### config.mk
export PLATFORM = sky130hd
export DESIGN_NAME = pmx_port_top
export DESIGN_NICKNAME = d
export VERILOG_FILES = /design/src/rtl/pmx_pkg.sv /design/src/rtl/pmx_sync.sv /design/src/rtl/pmx_regs.sv /design/src/rtl/pmx_pinmux.sv /design/src/rtl/pmx_port_top.sv
export SDC_FILE = /design/constraint.sdc
export NUM_CORES = 1
export LEC_CHECK = 0
export BUFFER_PORTS_ARGS = -buffer_cell sky130_fd_sc_hd__buf_4
export CAP_MARGIN = 20
export CORE_MARGIN = 4
export CORE_UTILIZATION = 55
export DETAILED_ROUTE_END_ITERATION = 8
export PLACE_DENSITY_LB_ADDON = 0.12
export SYNTH_ARGS = -nofsm -noshare
export SYNTH_HDL_FRONTEND = slang
export SYNTH_SLANG_ARGS = --single-unit
### constraint.sdc
create_clock -name clk -period 5.07 [get_ports clk]
set_clock_uncertainty 0.05 [all_clocks]
set_input_delay 1.014 -clock clk [delete_from_list [all_inputs] [get_ports clk]]
set_output_delay 1.014 -clock clk [all_outputs]
set_load 0.03 [all_outputs]
### src/rtl/pmx_pkg.sv
package pmx_pkg;
  localparam int PINS = 16;
  localparam int AW   = 12;

  localparam logic [AW-1:0] OFS_SEL = 12'h004;
  localparam logic [AW-1:0] OFS_DIR = 12'h244;
  localparam logic [AW-1:0] OFS_DAT = 12'h248;

  // pads whose bus function drives the pad (pads 6,5 are DMA inputs)
  localparam logic [PINS-1:0] BUS_DRIVES = 16'hFF9F;
  localparam logic [PINS-1:0] SEL_RESET  = '1;

  localparam int DREQ_LO = 5;

  function automatic logic [PINS-1:0] bus_pack(input logic [7:0] ahi,
                                               input logic tip,
                                               input logic [2:0] tm,
                                               input logic [1:0] tt);
    return {ahi, tip, 2'b00, tm, tt};
  endfunction

  function automatic logic [PINS-1:0] gpio_view(input logic [PINS-1:0] dir,
                                                input logic [PINS-1:0] dat,
                                                input logic [PINS-1:0] pins);
    return (dir & dat) | (~dir & pins);
  endfunction
endpackage

### src/rtl/pmx_sync.sv
module pmx_sync #(
  parameter int W = 16
) (
  input  logic         clk,
  input  logic         rst_n,
  input  logic [W-1:0] din,
  output logic [W-1:0] dout
);
  logic [W-1:0] stage1_q, stage2_q;
  logic [1:0]   warm_q;

  always_ff @(posedge clk or negedge rst_n) begin
    if (!rst_n) begin
      stage1_q <= '0;
      stage2_q <= '0;
      warm_q   <= '0;
    end else begin
      stage1_q <= din;
      stage2_q <= stage1_q;
      if (warm_q != 2'd2) warm_q <= warm_q + 2'd1;
    end
  end

  assign dout = stage2_q;


  sync_lag_chk: assert property (@(posedge clk) disable iff (!rst_n)
    (warm_q == 2'd2) |-> (dout == $past(din, 2)));
endmodule

### src/rtl/pmx_regs.sv
module pmx_regs
  import pmx_pkg::*;
(
  input  logic            clk,
  input  logic            rst_n,
  input  logic [AW-1:0]   addr,
  input  logic            we,
  input  logic [PINS-1:0] wdata,
  input  logic [PINS-1:0] pins_sync,
  output logic [PINS-1:0] rdata,
  output logic [PINS-1:0] sel_q,
  output logic [PINS-1:0] dir_q,
  output logic [PINS-1:0] dat_q
);
  logic hit_sel, hit_dir, hit_dat, hit_any;

  assign hit_sel = (addr == OFS_SEL);
  assign hit_dir = (addr == OFS_DIR);
  assign hit_dat = (addr == OFS_DAT);
  assign hit_any = hit_sel | hit_dir | hit_dat;

  always_ff @(posedge clk or negedge rst_n) begin
    if (!rst_n) begin
      sel_q <= SEL_RESET;
      dir_q <= '0;
      dat_q <= '0;
    end else if (we) begin
      if (hit_sel) sel_q <= wdata;
      if (hit_dir) dir_q <= wdata;
      if (hit_dat) dat_q <= wdata;
    end
  end

  always_comb begin
    rdata = '0;
    if (hit_sel) rdata = sel_q;
    if (hit_dir) rdata = dir_q;
    if (hit_dat) rdata = gpio_view(dir_q, dat_q, pins_sync);
  end


  undef_read_zero_chk: assert property (@(posedge clk) disable iff (!rst_n)
    !hit_any |-> (rdata == '0));


  undef_write_inert_chk: assert property (@(posedge clk) disable iff (!rst_n)
    (we && !hit_any) |=> ($stable(sel_q) && $stable(dir_q) && $stable(dat_q)));


  data_hold_chk: assert property (@(posedge clk) disable iff (!rst_n)
    !(we && hit_dat) |=> $stable(dat_q));
endmodule

### src/rtl/pmx_pinmux.sv
module pmx_pinmux #(
  parameter int                W      = 16,
  parameter logic [W-1:0]      DRIVES = '1
) (
  input  logic [W-1:0] sel,
  input  logic [W-1:0] dir,
  input  logic [W-1:0] dat,
  input  logic [W-1:0] bus_val,
  output logic [W-1:0] pad_out,
  output logic [W-1:0] pad_oe
);
  for (genvar i = 0; i < W; i++) begin : g_pin
    if (DRIVES[i]) begin : g_bus_out
      assign pad_out[i] = sel[i] ? bus_val[i] : dat[i];
      assign pad_oe[i]  = sel[i] | dir[i];
    end else begin : g_bus_in
      assign pad_out[i] = sel[i] ? 1'b0 : dat[i];
      assign pad_oe[i]  = ~sel[i] & dir[i];
    end
  end
endmodule

### src/rtl/pmx_port_top.sv
module pmx_port_top
  import pmx_pkg::*;
(
  input  logic            clk,
  input  logic            rst_n,
  input  logic [AW-1:0]   reg_addr,
  input  logic            reg_we,
  input  logic [PINS-1:0] reg_wdata,
  output logic [PINS-1:0] reg_rdata,
  input  logic [PINS-1:0] pad_in,
  output logic [PINS-1:0] pad_out,
  output logic [PINS-1:0] pad_oe,
  input  logic [7:0]      bus_addr_hi,
  input  logic            bus_tip,
  input  logic [2:0]      bus_tmode,
  input  logic [1:0]      bus_ttype,
  output logic [1:0]      dma_req
);
  logic [PINS-1:0] pins_sync, sel_q, dir_q, dat_q, bus_val;

  assign bus_val = bus_pack(bus_addr_hi, bus_tip, bus_tmode, bus_ttype);

  pmx_sync #(.W(PINS)) u_sync (
    .clk(clk), .rst_n(rst_n), .din(pad_in), .dout(pins_sync)
  );

  pmx_regs u_regs (
    .clk(clk), .rst_n(rst_n), .addr(reg_addr), .we(reg_we),
    .wdata(reg_wdata), .pins_sync(pins_sync), .rdata(reg_rdata),
    .sel_q(sel_q), .dir_q(dir_q), .dat_q(dat_q)
  );

  pmx_pinmux #(.W(PINS), .DRIVES(BUS_DRIVES)) u_mux (
    .sel(sel_q), .dir(dir_q), .dat(dat_q), .bus_val(bus_val),
    .pad_out(pad_out), .pad_oe(pad_oe)
  );

  assign dma_req = pins_sync[DREQ_LO+1:DREQ_LO] & sel_q[DREQ_LO+1:DREQ_LO];


  dreq_gpio_quiet_chk: assert property (@(posedge clk) disable iff (!rst_n)
    (dma_req & ~sel_q[DREQ_LO+1:DREQ_LO]) == 2'b00);


  dreq_pad_released_chk: assert property (@(posedge clk) disable iff (!rst_n)
    (sel_q[DREQ_LO+1:DREQ_LO] & pad_oe[DREQ_LO+1:DREQ_LO]) == 2'b00);


  bus_drive_chk: assert property (@(posedge clk) disable iff (!rst_n)
    ((sel_q & BUS_DRIVES) & ~(pad_oe & ~(pad_out ^ bus_val))) == '0);


  gpio_level_chk: assert property (@(posedge clk) disable iff (!rst_n)
    ((~sel_q) & (pad_out ^ dat_q)) == '0);
endmodule

==> out/qor.txt, run 1 <==
Register area share after synthesis -> 54.4%
Clock Power Share -> 37.8%
Die width -> 90.2 um
Setup WS pre-CTS -> 1.29 ns
Vias in the first global route -> 2,857
Synth Warn # -> 0
Sequential cell area -> 2020 um^2
Fraction of layout cells with a size suffix above 1 -> 61.2%
Initial antenna violation count -> 0
# H-tree levels -> 3
Seq pwr share -> 54.7%
Reg2Reg Setup Slack -> 4.20 ns
Largest net degree at the start of global routing -> 81
Number of diodes -> 0
Core Area -> 6460 um^2
R2R Path Start -> u_regs.dir_q[4]
1st-iter DRT viols -> 103
Post-synth EDFFs -> 0
Post-synthesis cell area -> 3720 um^2
Synthesized Nets -> 351
CP Launch Type -> input pin
Int Power -> 0.900 mW
Crit path cell chain -> buf_4 > nor4bb_4 > buf_4 > nand3_1 > a21oi_1 > buf_4
Worst-margin pin slew -> 1.02 ns
Dpl cell area -> 4600 um^2
Cts hold-fix bufs -> 0
CTS tree -> yes
Sw frac -> 25.2%
Post-layout minimum cycle time -> 3.79 ns
FF-to-FF End -> u_regs.dir_q[4]
GRT Overall Usage -> 22.3%
Path type of the worst setup path -> input pin to output pin
Critical Path AT -> 2.72 ns
R2R cell count -> 1
CTS Sinks -> 80
Min-Delay Endpoint -> u_sync.dout[13]
Post-CTS Setup Repair Bufs -> 0
Cts bufs inserted -> 9
Cell count after placement -> 463
Die footprint -> 8140 um^2
Mapped Cells -> 290
Final setup viols -> 0
Worst stage delay on the critical path -> 0.63 ns
Final Core Density -> 74.3%
Psw -> 0.303 mW
Critical path required time -> 4.01 ns
Setup_tns -> 0 ns
Combinational share of power -> 7.5%
Final WS setup -> 1.28 ns
Final ANT Viol Nets -> 0
Post-CTS Resized -> 0
Initial core utilization -> 57.5%
Clock Latency Late Sink -> 0.36 ns
Synth top cells by count -> mux2_2 (76), dfrtp_1 (64), nand3_1 (17), nor3b_1 (17)
Leak -> 2.35 nW
Fin. Hold Viols -> 0
Distinct cells, synth -> 24
Synthesized area per cell -> 12.8 um^2
Cell accounting for the most synthesized area -> dfrtp_1
Crit. End Element -> output pin
Peak VDD IR -> 0.198 mV
Vias/cell -> 5.66
Max Cap Viol -> 0
Slew HR -> 31.9%
Die height -> 90.2 um
Async S/R FF share, synth -> 100%
Root Buffer -> clkbuf_8
Slowest-stage cell, CP -> nor4bb_4
Clock Path Buffers -> 2
Hpwl dp -> 5.93 mm
RSZ-0062 raised after global routing -> no
Wirelength per Cell -> 18.2 um
Hold path depth -> 0
Clock slew at reported path FFs -> 0.09 ns
Total gr overflow -> 0
Status -> completed
DRC Markers -> 0
Fmax achieved -> 264 MHz
Pwr per Cell Area -> 251 nW/um^2
Synth top area cells -> dfrtp_1 (43%), mux2_2 (23%), dfstp_2 (11%)
Register bit total from synthesis -> 80
Fin. max-slew vios -> 0
Area growth from synthesis to layout -> 29.1%
DRT Pass-1 Iters -> 4
Top cell by count, worst path -> buf_4
Ys flop type -> dfrtp_1
Count leader, synth -> mux2_2
CP max FO -> 35
Hold WS -> 0.297 ns
Synth top area share -> 43.1%
Power consumption -> 1.20 mW
Tcrit/Tclk final -> 74.7%
Area occupied by multi-input gates -> 1620 um^2
Non-Filler Instances -> 479
Vias post-DR -> 2,709
First-pass GRT wire length -> 14.4 mm
Top Ports -> 111
Total wire length -> 8.73 mm
Min-Delay Path Class -> register to register
Layout Nets -> 458
Fillers -> 460
# rows -> 29
Final RePlAce weighted congestion -> 0.789
Final Cell Area -> 4800 um^2
Hold Startpoint -> u_sync.stage1_q[13]
IO Port Bufs -> 110
## state kept, by name, summed over array words and instances (netlist names)
register and flops:
u_regs.sel_q 16, u_sync.stage1_q 16, u_sync.dout 16, u_regs.dat_q 16
u_regs.dir_q 16
## cell usage in the layout, fill, tap and decap left out
| cell | instances |
|---|---|
| nand3_1 | 17 |
| a21oi_1 | 16 |
| dfrtp_1 | 64 |
| clkbuf_8 | 10 |
| mux2_2 | 76 |
| o21ai_0 | 16 |
| and3_1 | 16 |
| or2_2 | 16 |
| nor4_4 | 2 |
| or4b_4 | 1 |
| dfstp_2 | 16 |
| or4_4 | 1 |
| buf_4 | 115 |
| or3b_2 | 1 |
| and2_1 | 2 |
| inv_8 | 1 |
| inv_6 | 4 |
| nor3b_1 | 17 |
| mux2_1 | 2 |
| nor4b_2 | 1 |
| nor4bb_4 | 1 |
| clkinv_4 | 1 |
| nor2b_1 | 5 |
| and4b_1 | 1 |
## power groups by stage
stage / clock network [mW] / registers (mW) / logic (mW)
after floorplan: 0 / 0.668 / 0.0294
after global placement: 0 / 0.670 / 0.0895
after detailed placement: 0 / 0.670 / 0.0913
after CTS: 0.465 / 0.658 / 0.0916
after global routing: 0.496 / 0.660 / 0.0991
final: 0.454 / 0.658 / 0.0908
## cell type report
class | instances | share of cell area (%)
clock buffers | 10 | 2.87
flip-flops and latches | 80 | 42.2
multi-input cells | 191 | 33.8
clock inverters | 6 | 1.15
repair buffers | 115 | 18.0
well taps | 77 | 2.01
## worst max-delay path by stage
stage                          to         from
floorplan           reg_rdata[10]  reg_addr[5]
global placement     reg_rdata[5]  reg_addr[6]
detailed placement   reg_rdata[8]  reg_addr[6]
CTS                  reg_rdata[8]  reg_addr[6]
global route         reg_rdata[5]  reg_addr[6]
finish               reg_rdata[8]  reg_addr[6]
## logic make-up after synthesis
logic type | Yosys count | synth area share [%]
and+or+nand+nor | 81 | 15.1
DFF | 80 | 54.4
buffers and inverters | 19 | 2.53
muxes | 78 | 23.6
AOI/OAI and AO/OA | 32 | 4.31
## layer usage
| layer | vias to the layer above | wire [um] | global-route usage [%] |
|---|---|---|---|
| li1 | 1263 | - | - |
| met2 | 88 | 4560 | 39.0 |
| met4 | 0 | 78 | 8.04 |
| met1 | 1349 | 3570 | 26.2 |
| met3 | 9 | 530 | 6.09 |
| met5 | - | 0 | 0 |
## critical path, delay by kind of cell
family | cells | cell delay [ns]
buffers and inverters | 3 | 0.76
AOI/OAI and AO/OA | 1 | 0.21
and+or+nand+nor | 2 | 0.73
No activity file was read; power rests on OpenSTA's default activity.
==> run 2, diff against run 1 <==
Settings changed: CORE_UTILIZATION 55 to 46.
Clock period 5.07 ns to 3.27 ns, I/O delays scaled along.
==> out/qor.txt, run 2 (synthesis results as in run 1) <==
Status -> completed (unchanged)
Clock Path Buffers -> 2 (unchanged)
Critical Path AT -> 2.23 ns (was 2.72 ns)
CTS Sinks -> 80 (unchanged)
Critical path required time -> 2.57 ns (was 4.01 ns)
Post-CTS Setup Repair Bufs -> 0 (unchanged)
Die footprint -> 9580 um^2 (was 8140 um^2)
Hpwl dp -> 5.96 mm (was 5.93 mm)
Setup WS pre-CTS -> 0.328 ns (was 1.29 ns)
Final WS setup -> 0.337 ns (was 1.28 ns)
Max Cap Viol -> 0 (unchanged)
Final ANT Viol Nets -> 0 (unchanged)
Tcrit/Tclk final -> 89.7%
CP Launch Type -> input pin (unchanged)
Area occupied by multi-input gates -> 1620 um^2 (about the same)
Die width -> 97.9 um (was 90.2 um)
Slew HR -> 69.3% (was 31.9%)
Pwr per Cell Area -> 414 nW/um^2 (was 251 nW/um^2)
Metal3 WL -> 530 um (unchanged)
Die height -> 97.9 um (was 90.2 um)
Initial antenna violation count -> 0 (unchanged)
Sequential cell area -> 2020 um^2 (unchanged)
Final Core Density -> 63.1% (was 74.3%)
Min-Delay Path Class -> input pin to asynchronous set/reset pin (was register to register)
Routed wl met2 -> 4.45 mm (was 4.56 mm)
Crit. End Element -> output pin (unchanged)
# rows -> 32 (was 29)
DRT Pass-1 Iters -> 4 (unchanged)
Final setup viols -> 0 (unchanged)
Vias post-DR -> 2,695 (was 2,709)
Top cell by count, worst path -> buf_4 (unchanged)
Clock Latency Late Sink -> 0.34 ns (was 0.36 ns)
Largest net degree at the start of global routing -> 81 (unchanged)
1st-iter DRT viols -> 53 (was 103)
Slowest-stage cell, CP -> or4_4 (was nor4bb_4)
Number of diodes -> 0 (unchanged)
Dpl cell area -> 4660 um^2 (was 4600 um^2)
Top layer in use -> met4 (unchanged)
Routed length on met1 -> 3.76 mm (was 3.57 mm)
Root Buffer -> clkbuf_8 (unchanged)
IO Port Bufs -> 110 (unchanged)
Post-layout minimum cycle time -> 2.93 ns
Vias in the first global route -> 2,854 (was 2,857)
Setup_tns -> 0 ns (unchanged)
Area growth from synthesis to layout -> 32.7% (was 29.1%)
Most frequent cells in the layout -> buf_4 (118), mux2_2 (76), dfrtp_1 (64) (was buf_4 (115), mux2_2 (76), dfrtp_1 (64))
Leak -> 2.40 nW (was 2.35 nW)
Hold WS -> 0.0697 ns (was 0.297 ns)
Final Cell Area -> 4930 um^2 (was 4800 um^2)
Peak VDD IR -> 0.286 mV (was 0.198 mV)
Crit path cell chain -> buf_4 > or4_4 > or2_2 > a21oi_1 > buf_4 (was buf_4 > nor4bb_4 > buf_4 > nand3_1 > a21oi_1 > buf_4)
Initial core utilization -> 47.6% (was 57.5%)
CTS tree -> yes (unchanged)
RSZ-0062 raised after global routing -> no (unchanged)
Top Ports -> 111 (unchanged)
CP max FO -> 16 (was 35)
Worst-margin pin slew -> 0.458 ns (was 1.02 ns)
Vias/cell -> 5.31 (was 5.66)
Fmax achieved -> 341 MHz
Total gr overflow -> 0 (unchanged)
Post-CTS Resized -> 0 (unchanged)
Cts bufs inserted -> 9 (unchanged)
Fin. max-slew vios -> 0 (unchanged)
# H-tree levels -> 3 (unchanged)
Path type of the worst setup path -> input pin to output pin (unchanged)
Fraction of layout cells with a size suffix above 1 -> 61.6% (was 61.2%)
Worst stage delay on the critical path -> 0.58 ns (was 0.63 ns)
DRC Markers -> 0 (unchanged)
Layout Nets -> 462 (was 458)
Wirelength per Cell -> 17.3 um (was 18.2 um)
Fillers -> 650 (was 460)
Final RePlAce weighted congestion -> 0.764 (was 0.789)
GRT Overall Usage -> 18.8% (was 22.3%)
Core Area -> 7810 um^2 (was 6460 um^2)
Cts hold-fix bufs -> 0 (unchanged)
Clock slew at reported path FFs -> 0.08 ns (was 0.09 ns)
First-pass GRT wire length -> 14.3 mm (was 14.4 mm)
Most common cell after layout, fill and taps aside -> buf_4 (unchanged)
Fin. Hold Viols -> 0 (unchanged)
Total wire length -> 8.81 mm (was 8.73 mm)
run 2: layout make-up:
| class | count | area share (%) |
|---|---|---|
| Clock buffer | 10 | 2.59 |
| Clock inverter | 6 | 2.34 |
| Multi-Input combinational cell | 191 | 32.9 |
| Sequential cell | 80 | 41.0 |
| Tap cell | 102 | 2.59 |
| Timing Repair Buffer | 119 | 18.5 |
run 2: metal layers:
| layer | vias to the layer above | track usage [%] |
|---|---|---|
| li1 | 1264 | - |
| met2 | 77 | 32.0 |
| met3 | 9 | 5.14 |
| met1 | 1345 | 23.5 |
| met5 | - | 0 |
| met4 | 0 | 5.11 |
run 2: power by group:
part	internal, mW	switching [mW]
clock network	0.513	0.361
logic	0.0741	0.0724
registers	1.01	0.00745
total	1.60	0.441
run 2: metrics by stage:
step                      instances  power [mW]
after floorplan                 290        1.08
after global placement          491        1.18
after detailed placement        491        1.18
after CTS                       507        2.07
after global routing            508        2.13
final                           508        2.04
run 2: path summary, 6_finish.rpt:
kind,start,slack (ns),cells past startpoint,to
min,rst_n,0.07,1,u_sync.stage1_q[14]
max,reg_addr[5],0.34,5,reg_rdata[6]
max in group asynchronous,rst_n,2.51,2,u_regs.sel_q[2]
max reg2reg,u_regs.dir_q[4],2.42,1,u_regs.dir_q[4]
min reg2reg,u_sync.stage1_q[13],0.30,0,u_sync.dout[13]
min in group clk,u_sync.stage1_q[13],0.30,0,u_sync.dout[13]
run 2: worst max-delay path, delay by kind of cell:
family                 cells  cell delay (ns)
and+or+nand+nor            2             1.06
buffers and inverters      2             0.30
AOI/OAI and AO/OA          1             0.22
==> run 3, diff against run 2 <==
Settings changed: ABC_AREA set to 1, CELL_PAD_IN_SITES_DETAIL_PLACEMENT set to 1, CELL_PAD_IN_SITES_GLOBAL_PLACEMENT set to 1, CORE_UTILIZATION 46 to 33.
==> out/qor.txt, run 3 <==
Status -> completed (unchanged)
RSZ-0062 raised after global routing -> no (unchanged)
Die height -> 115 um (was 97.9 um)
Fraction of layout cells with a size suffix above 1 -> 26.7% (was 61.6%)
Area occupied by multi-input gates -> 1380 um^2 (was 1620 um^2)
Hold WS -> 0.0761 ns (was 0.0697 ns)
Ys flop type -> dfrtp_1 (unchanged)
Hpwl dp -> 7.69 mm (was 5.96 mm)
Register bit total from synthesis -> 80 (unchanged)
Critical path required time -> 2.57 ns (about the same)
Max Cap Viol -> 0 (unchanged)
Clock Path Buffers -> 2 (unchanged)
Vias post-DR -> 3,358 (was 2,695)
Fin. max-slew vios -> 0 (unchanged)
Tcrit/Tclk final -> 90.4% (was 89.7%)
Synthesized Nets -> 537 (was 351)
CTS Sinks -> 80 (unchanged)
Largest net degree at the start of global routing -> 81 (unchanged)
Post-CTS Resized -> 0 (unchanged)
Final setup viols -> 0 (unchanged)
CP max FO -> 18 (was 16)
Layout Nets -> 648 (was 462)
Final ANT Viol Nets -> 0 (unchanged)
Post-synthesis cell area -> 3760 um^2 (was 3720 um^2)
Crit. End Element -> output pin (unchanged)
Mapped Cells -> 476 (was 290)
GRT Overall Usage -> 17.5% (was 18.8%)
Synth top cells by count -> nand2_1 (181), inv_1 (67), dfrtp_1 (64) (was mux2_2 (76), dfrtp_1 (64), nand3_1 (17), nor3b_1 (17))
Die width -> 115 um (was 97.9 um)
Synth top area share -> 42.5% (was 43.1%)
Core Area -> 11,000 um^2 (was 7810 um^2)
Critical Path AT -> 2.25 ns (was 2.23 ns)
# H-tree levels -> 3 (unchanged)
Area growth from synthesis to layout -> 33.2% (was 32.7%)
Slew HR -> 68.3% (was 69.3%)
Root Buffer -> clkbuf_16 (was clkbuf_8)
Setup_tns -> 0 ns (unchanged)
Final RePlAce weighted congestion -> 0.737 (was 0.764)
Synth Warn # -> 0 (unchanged)
DRT Pass-1 Iters -> 4 (unchanged)
Vias/cell -> 4.59 (was 5.31)
Vias in the first global route -> 3,518 (was 2,854)
Leak -> 2.67 nW (was 2.40 nW)
Number of diodes -> 0 (unchanged)
Count leader, synth -> nand2_1 (was mux2_2)
Synthesized area per cell -> 7.91 um^2 (was 12.8 um^2)
Top Ports -> 111 (unchanged)
1st-iter DRT viols -> 172 (was 53)
Post-CTS Setup Repair Bufs -> 0 (unchanged)
Initial core utilization -> 34.3% (was 47.6%)
Distinct cells, synth -> 19 (was 24)
First-pass GRT wire length -> 17.7 mm (was 14.3 mm)
Initial antenna violation count -> 0 (unchanged)
Fmax achieved -> 338 MHz (was 341 MHz)
Peak VDD IR -> 0.387 mV (was 0.286 mV)
Most common cell after layout, fill and taps aside -> nand2_1 (was buf_4)
Total gr overflow -> 0 (unchanged)
Cts hold-fix bufs -> 0 (unchanged)
Die footprint -> 13,200 um^2 (was 9580 um^2)
Wirelength per Cell -> 14.6 um (was 17.3 um)
Post-layout minimum cycle time -> 2.95 ns (was 2.93 ns)
Min-Delay Path Class -> input pin to asynchronous set/reset pin (unchanged)
Async S/R FF share, synth -> 100% (unchanged)
Sequential cell area -> 2020 um^2 (unchanged)
Post-synth EDFFs -> 0 (unchanged)
# rows -> 38 (was 32)
Fin. Hold Viols -> 0 (unchanged)
Cell accounting for the most synthesized area -> dfrtp_1 (unchanged)
Clock slew at reported path FFs -> 0.06 ns (was 0.08 ns)
Total wire length -> 10.7 mm (was 8.81 mm)
Clock Latency Late Sink -> 0.35 ns (was 0.34 ns)
Setup WS pre-CTS -> 0.236 ns (was 0.328 ns)
Register area share after synthesis -> 53.7% (was 54.4%)
Synth top area cells -> dfrtp_1 (43%), nand2_1 (18%), dfstp_2 (11%) (was dfrtp_1 (43%), mux2_2 (23%), dfstp_2 (11%))
DRC Markers -> 0 (unchanged)
Reg2Reg Setup Slack -> 2.35 ns (was 2.42 ns)
Worst-margin pin slew -> 0.474 ns (was 0.458 ns)
Path type of the worst setup path -> input pin to output pin (unchanged)
IO Port Bufs -> 110 (unchanged)
Most frequent cells in the layout -> nand2_1 (181), buf_4 (115), inv_1 (67) (was buf_4 (118), mux2_2 (76), dfrtp_1 (64))
Pwr per Cell Area -> 425 nW/um^2 (was 414 nW/um^2)
CP Launch Type -> input pin (unchanged)
CTS tree -> yes (unchanged)
Fillers -> 1,356 (was 650)
Final WS setup -> 0.315 ns (was 0.337 ns)
Power consumption -> 2.13 mW (was 2.04 mW)
Cts bufs inserted -> 9 (unchanged)
## run 3: final timing paths
check                                        end          startpoint  cells past startpoint
worst max register to register   u_regs.sel_q[2]     u_regs.sel_q[2]                      2
worst min register to register    u_sync.dout[4]  u_sync.stage1_q[4]                      0
max in group asynchronous       u_regs.sel_q[11]               rst_n                      2
worst max-delay path               reg_rdata[13]         reg_addr[7]                      9
worst min-delay path             u_regs.dat_q[4]               rst_n                      1
min in group clk                  u_sync.dout[4]  u_sync.stage1_q[4]                      0
## run 3: cell type report
type,instances,share of cell area (%)
clock inverter,6,0.898
sequential,80,40.3
multi-input combinational,311,27.5
tap,140,3.49
clock buffer,10,4.57
timing repair buffer,117,18.2
inverter,68,5.09
## run 3: logic make-up (layout without fill, tap and decap cells)
logic type             Yosys count  count (layout)  share of synthesized area, %
AOI/OAI and AO/OA               78              78                          10.4
buffers and inverters           85             201                          9.74
DFF                             80              80                          53.7
and+or+nand+nor                233             233                          26.2
## run 3: power by group
group / switching, mW / internal, mW / total (mW)
sequential: 0.00822 / 1.02 / 1.02
combinational: 0.0817 / 0.0714 / 0.153
clock: 0.435 / 0.518 / 0.953
## run 3: routing by layer
metal | vias up | share of wire (%) | GRT usage (%)
met4 | 0 | 1.2 | 5.63
li1 | 1694 | - | -
met1 | 1584 | 43 | 21.7
met5 | - | 0 | 0
met2 | 71 | 50 | 28.9
met3 | 9 | 6.4 | 6.05
## run 3: per-stage QoR
stage	cell area (um^2)	utilization, %	cells
finish	5010	45.6	732
global route	5010	45.6	732
CTS	4990	45.4	731
detailed placement	4710	42.9	715
global placement	4710	42.9	715
floorplan	3760	-	476
## run 3: critical path, stage by stage
cell,delay [ns]
buf_4,0.11
nor2_1,0.12
nand2_1,0.15
nor2_8,0.29
nand2_4,0.22
inv_2,0.34
nand2_1,0.09
nand2_1,0.11
buf_4,0.16
